<file path="src/rtl/ppl_pkg.sv">
package ppl_pkg;

    localparam int DEF_TMR_N     = 4;
    localparam int DEF_IRQ_CELLS = 2;
    localparam int DEF_IRQ_RAW   = 2;
    localparam int DEF_PT_PER    = 2;

    typedef struct packed {
        logic use_reg;
        logic invert;
    } cell_cfg_t;

    typedef enum logic {
        SRC_PIN  = 1'b0,
        SRC_CELL = 1'b1
    } strobe_src_e;

    function automatic logic apply_polarity(input logic v, input logic inv);
        return v ^ inv;
    endfunction

    function automatic logic pick_source(input strobe_src_e s, input logic cell_v,
                                         input logic pin_v);
        return (s == SRC_CELL) ? cell_v : pin_v;
    endfunction

endpackage

</file>
<file path="src/rtl/ppl_cell.sv">
module ppl_cell
    import ppl_pkg::*;
#(
    parameter int PT_W = DEF_PT_PER
) (
    input  logic            clk,
    input  logic            rst,
    input  logic [PT_W-1:0] pt,
    input  cell_cfg_t       cfg,
    output logic            cell_out
);

    logic sum;
    logic sum_q;
    logic pre;

    assign sum = |pt;

    always_ff @(posedge clk) begin
        if (rst) begin
            sum_q <= 1'b0;
        end else begin
            sum_q <= sum;
        end
    end

    assign pre      = cfg.use_reg ? sum_q : sum;
    assign cell_out = apply_polarity(pre, cfg.invert);

endmodule

</file>
<file path="src/rtl/ppl_strobe_mux.sv">
module ppl_strobe_mux
    import ppl_pkg::*;
#(
    parameter int N = DEF_TMR_N
) (
    input  logic [N-1:0] sel,
    input  logic [N-1:0] cell_v,
    input  logic [N-1:0] pin_v,
    output logic [N-1:0] strobe
);

    for (genvar j = 0; j < N; j++) begin : g_lane
        strobe_src_e src;
        assign src       = strobe_src_e'(sel[j]);
        assign strobe[j] = pick_source(src, cell_v[j], pin_v[j]);
    end

endmodule

</file>
<file path="src/rtl/ppl_irq_merge.sv">
module ppl_irq_merge
    import ppl_pkg::*;
#(
    parameter int RAW_N  = DEF_IRQ_RAW,
    parameter int CELL_N = DEF_IRQ_CELLS
) (
    input  logic [RAW_N-1:0]        raw,
    input  logic [CELL_N-1:0]       cell_v,
    output logic [RAW_N+CELL_N-1:0] irq
);

    for (genvar k = 0; k < RAW_N; k++) begin : g_raw
        assign irq[k] = raw[k];
    end

    for (genvar k = 0; k < CELL_N; k++) begin : g_cell
        assign irq[RAW_N+k] = cell_v[k];
    end

endmodule

</file>
<file path="src/rtl/ppl_slice.sv">
module ppl_slice
    import ppl_pkg::*;
#(
    parameter int TMR_N     = DEF_TMR_N,
    parameter int IRQ_CELLS = DEF_IRQ_CELLS,
    parameter int IRQ_RAW   = DEF_IRQ_RAW,
    parameter int PT_PER    = DEF_PT_PER,
    localparam int CELLS    = TMR_N + IRQ_CELLS,
    localparam int PT_W     = CELLS * PT_PER,
    localparam int IRQ_N    = IRQ_RAW + IRQ_CELLS
) (
    input  logic             clk,
    input  logic             rst,
    input  logic [PT_W-1:0]  pt_in,
    input  logic [IRQ_RAW-1:0] pt_raw,
    input  logic [TMR_N-1:0] tmr_pin,
    input  logic [CELLS-1:0] cfg_reg,
    input  logic [CELLS-1:0] cfg_inv,
    input  logic [TMR_N-1:0] tmr_sel,
    output logic [TMR_N-1:0] tmr_strobe,
    output logic [IRQ_N-1:0] irq_req
);

    logic [CELLS-1:0] cell_out;

    for (genvar i = 0; i < CELLS; i++) begin : g_cell
        cell_cfg_t cfg_i;
        assign cfg_i.use_reg = cfg_reg[i];
        assign cfg_i.invert  = cfg_inv[i];

        ppl_cell #(.PT_W(PT_PER)) u_cell (
            .clk      (clk),
            .rst      (rst),
            .pt       (pt_in[i*PT_PER +: PT_PER]),
            .cfg      (cfg_i),
            .cell_out (cell_out[i])
        );
    end

    ppl_strobe_mux #(.N(TMR_N)) u_mux (
        .sel    (tmr_sel),
        .cell_v (cell_out[TMR_N-1:0]),
        .pin_v  (tmr_pin),
        .strobe (tmr_strobe)
    );

    ppl_irq_merge #(.RAW_N(IRQ_RAW), .CELL_N(IRQ_CELLS)) u_irq (
        .raw    (pt_raw),
        .cell_v (cell_out[CELLS-1:TMR_N]),
        .irq    (irq_req)
    );

endmodule

</file>
<file path="config.mk">
export PLATFORM = sky130hd
export DESIGN_NAME = ppl_slice
export DESIGN_NICKNAME = d
export VERILOG_FILES = /design/src/rtl/ppl_pkg.sv /design/src/rtl/ppl_cell.sv /design/src/rtl/ppl_strobe_mux.sv /design/src/rtl/ppl_irq_merge.sv /design/src/rtl/ppl_slice.sv
export SDC_FILE = /design/constraint.sdc
export NUM_CORES = 1
export LEC_CHECK = 0
export BUFFER_PORTS_ARGS = -buffer_cell sky130_fd_sc_hd__buf_2
export CORE_AREA = 4 4 41 43
export CTS_CLUSTER_DIAMETER = 40
export DETAILED_ROUTE_END_ITERATION = 12
export DIE_AREA = 0 0 45 47
export PLACE_DENSITY = 0.74
export SYNTH_ARGS = -nofsm -noshare
export SYNTH_HDL_FRONTEND = slang
export SYNTH_SLANG_ARGS = --single-unit
</file>
<file path="constraint.sdc">
create_clock -name clk -period 1.14 [get_ports clk]
set_input_delay 0.228 -clock clk [delete_from_list [all_inputs] [get_ports clk]]
set_output_delay 0.228 -clock clk [all_outputs]
set_load 0.1 [all_outputs]
</file>
==> impl_results.md, run 1 <==
* Diodes inserted at 0
* # IOs at 44
* Failing checks: negative setup slack
* Vias in the first global route at 490
* Internal at 543 µW
* Lkg Pwr at 0.000374 µW
* Wire per inst at 10.4 µm
* Clock network power share at 20.9%
* Port bufs at 39
* Slew HR at 78.1%
* Fin util at 62.4%
* VDD IR max at 0.792 mV
* Final Net Count at 131
* Share of cells above drive strength 1 at 67.7%
* Worst hold path depth at 3
* Largest register by flop count: g_cell.u_cell.sum_q
* Multi-input gate area at 345 µm²
* Final Max Slew Viols at 0
* Final ANT Viol Nets at 0
* Initial antenna violation count at 0
* First drt pass iteration count at 2
* Final HPWL DP at 1.06 mm
* Nature of the critical path startpoint: register
* Initial Util at 30.8%
* Fin cells at 108
* Cell Chain, Critical Path: nor2b_4 > or3_4 > a31oi_4 > buf_12
* Initial DRC Count at 1
* NetSw at 355 µW
* Clock-pin slew on the worst setup and hold paths at 0.05 ns
* First-pass GRT wire length at 1.82 mm
* Part of the power in registers at 26.1%
* TritonCTS Buffers at 3
* CP Capture Type: primary output
* Mapped Nets at 90
* Final Setup Violations at 6
* Longest Clk Path Bufs at 2
* Status: finished, violations left
* Slowest-stage cell, CP: dfxtp_2
* Arr. time, crit path at 1.32 ns
* Drt via density at 4.62
* Commonest non-fill, non-tap cell in the layout: buf_2
* Max Cap Violations at 0
* Mapped cell area at 400 µm²
* Reg area at 125 µm²
* Max incr delay on CP at 0.33 ns
* Sequential share of the synthesized area at 30.0%
* Logic gate share of total power at 53.0%
* PwrDens at 1110 nW/µm²
* Min Tclk post-route at 1.54 ns
* Crit-path max FO at 2
* Post-detailed-route DRC marker count at 0
* Design area at 812 µm²
* CTS tree: built
* #FFs+latches synth at 6
* Fin. Hold Viols at 0
* Total grt overflow at 0
* Largest net degree at the start of global routing at 7
* Die area at 2120 µm²
* Fmax at 0.648 GHz
* Most frequent cells in the layout: buf_2, nor2_1, nor3_1, buf_12
* Cell count after synthesis at 54
* Final setup margin at -0.404 ns
* GRT Total Usage at 11.6%
* TritonCTS Sinks at 6
* Synthesized area per cell at 7.41 µm²
* Core Area at 1300 µm²
* Max reg flops at 6
* Synthesis Warnings at 0
* Largest registers: g_cell.u_cell.sum_q (6)
* Placed insts at 105
* Layout area overhead at 103%
* Distinct cell type count after synthesis at 11
* Worst Tran Pin Value at 0.325 ns
* Post-placement cell area at 767 µm²
* Fillers at 130
* FP Rows at 13
* Critical Path RT at 0.91 ns
* Crit Path Class: register to primary output
* RD Place Congestion at 0.641
* Number of H-tree levels at 1
* Die span in x at 45 µm
* Total number of vias at 499
* Sw Share at 39.6%
* RSZ-0062 raised after global routing: yes
* Final wirelength at 1.13 mm
* Hold Crit Class: primary input to register
* Period utilization at 135%
* Die Height at 47 µm
* Clk root buf: clkbuf_4
-- stage by stage --
stage          setup WS (ns)  TNS, ns  hold WS [ns]  power [µW]
6_report              -0.404    -1.97         0.208         898
5_1_grt               -0.449    -2.27         0.223         945
4_1_cts               -0.416    -2.11         0.210         903
3_5_place_dp          -0.276    -1.31         0.455         709
3_3_place_gp          -0.237    -1.09         0.444         699
2_1_floorplan         -0.362    -1.45         0.293         561
-- final timing paths --
check                   start                     end
min                  pt_in[6]  g_cell[3].u_cell.sum_q
max    g_cell[1].u_cell.sum_q           tmr_strobe[1]
-- power groups by stage --
stage               clock (µW)  sequential, µW  combinational (µW)
detailed placement           0             239                 470
CTS                        193             235                 475
floorplan                    0             238                 323
global placement             0             239                 460
finish                     187             235                 476
global route               210             236                 499
-- critical path, delay by kind of cell (launching register included) --
kind | cells | cell delay (ns)
flip-flops | 1 | 0.33
AND/OR/NAND/NOR | 2 | 0.37
AO/OA/AOI/OAI | 1 | 0.18
buffers and inverters | 1 | 0.20
-- kinds of logic (layout without fill, tap and decap cells) --
kind of cell	Yosys count	after routing	share of synthesized area [%]
and+or+nand+nor	30	30	42.5
AOI/OAI and AO/OA	10	10	13.7
DFF	6	6	30.0
buffers and inverters	6	45	9.38
xor gates and xnor gates	2	2	4.38
-- what timing repair did --
action                     in CTS  in global routing
pin swaps                       2                  2
hold buffers                    0                  0
setup endpoints to repair       6                  6
resized for setup               2                  2
setup buffers                   0                  0
-- routing by layer --
layer / wire length, µm / share of wire (%) / track usage (%) / up-vias
li1: - / - / - / 259
met1: 383 / 34 / 11.6 / 218
met2: 611 / 54 / 23.2 / 22
met3: 130 / 12 / 4.21 / 0
met4: 0 / 0 / 1.75 / 0
met5: 0 / 0 / 0 / -
-- final cells by class --
type / count / area share (%)
Multi-Input combinational cell: 42 / 42.5
Timing Repair Buffer: 40 / 36.1
Tap cell: 15 / 2.31
Inverter: 2 / 0.924
Clock buffer: 3 / 2.77
Sequential cell: 6 / 15.4
-- Yosys cell counts --
cell	number	area share, %
a21oi_1	2	2.5
a31oi_1	4	6.2
buf_4	4	7.5
dfxtp_1	6	30
inv_1	2	1.9
nor2_1	16	15
nor2b_4	4	14
nor3_1	6	7.5
o21ai_0	4	5.0
or3_1	4	6.2
xor2_1	2	4.4
Power figures use the tool's default switching activity.
==> run 2: changes to the inputs <==
BUFFER_PORTS_ARGS = not set   (was -buffer_cell sky130_fd_sc_hd__buf_2)
CTS_BUF_LIST = sky130_fd_sc_hd__clkbuf_4   (was not set)
DONT_BUFFER_PORTS = 1   (was not set)
GPL_ROUTABILITY_DRIVEN = 0   (was not set)
PLACE_DENSITY = 0.46   (was 0.74)
==> run 2 against run 1 <==
Effect of this change:
- the flow still finishes with violations (negative setup slack)
- worst hold slack got worse by 0.17 ns
- via count shrank 20%
- wire length down 0.62%
- largest power group unchanged
- die area unchanged
- largest cell class unchanged
- flip-flop and latch count unchanged
==> impl_results.md, run 2 (synthesized netlist as in run 1, its figures left out) <==
* Status: finished, violations left
* Failing checks: negative setup slack
* Fin. Hold Viols at 0
* Wire per inst at 15.1 µm
* Hold_sp: rst
* Post-CTS Hold Buffers at 0
* Layout area overhead at 60.0%
* Final ANT Viol Nets at 0
* Design area at 641 µm²
* Initial Util at 30.8%
* Largest register by flop count: g_cell.u_cell.sum_q
* FP Rows at 13
* Post-placement cell area at 609 µm²
* Clk root buf: clkbuf_4
* Vias in the first global route at 472
* Worst Tran Pin Value at 0.331 ns
* WHS Endpoint: g_cell[0].u_cell.sum_q
* Total number of vias at 399
* RSZ-0062 raised after global routing: yes
* Die span in x at 45 µm
* Nature of the critical path startpoint: register
* Crit Path Class: register to primary output
* GRT Total Usage at 12.4%
* Largest net degree at the start of global routing at 7
* Number of H-tree levels at 1
* Fmax at 0.650 GHz
* CP startpoint: g_cell[1].u_cell.sum_q
* Diodes inserted at 0
* Initial antenna violation count at 0
* Arr. time, crit path at 1.31 ns
* Final Max Slew Viols at 0
* Slew HR at 77.7%
* Max reg flops at 6
* First drt pass iteration count at 4
* Largest registers: g_cell.u_cell.sum_q (6)
* Final Net Count at 97
* Port bufs at 0
* Die Height at 47 µm
* Final wirelength at 1.12 mm
* CTS tree: built
* Commonest non-fill, non-tap cell in the layout: nor2_1
* PwrDens at 1300 nW/µm²
* VDD IR max at 0.467 mV
* Core Area at 1300 µm²
* CP Capture Type: primary output
* Fin util at 49.2%
* Period utilization at 135%
* Setup TNS at -2.05 ns
* Initial DRC Count at 7
* Lkg Pwr at 0.000238 µW
* Critical Path RT at 0.91 ns
* Final HPWL DP at 1.01 mm
* Clock-pin slew on the worst setup and hold paths at 0.05 ns
* Total grt overflow at 0
* TritonCTS Sinks at 6
* Fillers at 131
* Max Cap Violations at 0
* Worst hold path depth at 1
* Crit-path max FO at 2
* Final Setup Violations at 6
* Share of cells above drive strength 1 at 52.5%
* Pwr Total at 833 µW
* TritonCTS Buffers at 3
* Setup Fix Bufs, Post-CTS at 0
* Drt via density at 5.39
* Die area at 2120 µm²
* # IOs at 44
* Most frequent cells in the layout: nor2_1, nor3_1, buf_12, dfxtp_2
* Post-detailed-route DRC marker count at 0
* Final setup margin at -0.398 ns
* Hold Crit Class: primary input to register
* First-pass GRT wire length at 1.85 mm
* Min Tclk post-route at 1.54 ns
* Longest Clk Path Bufs at 2
run 2: changes by cell type in the layout (fill, tap and decap cells not counted), sizes merged:
cell,before,now
buf,40,6
run 2: where the power goes:
part           leakage, µW  total [µW]  internal, µW  switching [µW]
clock network    0.0000138         198           119            78.9
registers        0.0000511         236           227            8.81
logic             0.000173         399           157             242
total             0.000238         833           504             330
run 2: critical path, cell delays in order, from the launching register on:
cell     delay (ns)
dfxtp_2        0.33
nor2b_4        0.04
or3_4          0.33
a31oi_4        0.16
buf_12         0.19
run 2: cell type report:
cell class | count | area, µm² | area share [%]
clock buffer | 3 | 22.5 | 3.52
inverter | 2 | 7.51 | 1.17
multi-input combinational | 42 | 345 | 53.9
sequential | 6 | 126 | 19.7
tap | 15 | 18.8 | 2.93
timing repair buffer | 6 | 120 | 18.7
run 2: worst max-delay path by stage:
stage | endpoint | slack, ns | depth (start not counted)
2_1_floorplan | tmr_strobe[0] | -0.36 | 3
3_3_place_gp | tmr_strobe[2] | -0.13 | 4
3_5_place_dp | tmr_strobe[1] | -0.16 | 4
4_1_cts | tmr_strobe[0] | -0.42 | 4
5_1_grt | tmr_strobe[2] | -0.44 | 4
6_report | tmr_strobe[1] | -0.40 | 4
run 2: stage by stage:
stage | hold WS, ns | cells | worst slack [ns]
2_1_floorplan | 0.293 | 54 | -0.362
3_3_place_gp | 0.295 | 71 | -0.127
3_5_place_dp | 0.296 | 71 | -0.155
4_1_cts | 0.0296 | 74 | -0.417
5_1_grt | 0.0310 | 74 | -0.441
6_report | 0.0423 | 74 | -0.398
run 2: repair_timing:
item / CTS / global route
endpoints found under the setup margin: 6 / 6
gates resized for setup: 2 / 2
cloned: 0 / 0
pin swaps: 0 / 2
run 2: layer usage:
layer / wire, µm / share of wire, % / global-route usage [%]
met5: 0 / 0 / 0
met4: 12 / 1.1 / 7.02
met3: 148 / 13 / 5.75
met2: 681 / 61 / 24.6
met1: 275 / 25 / 9.61
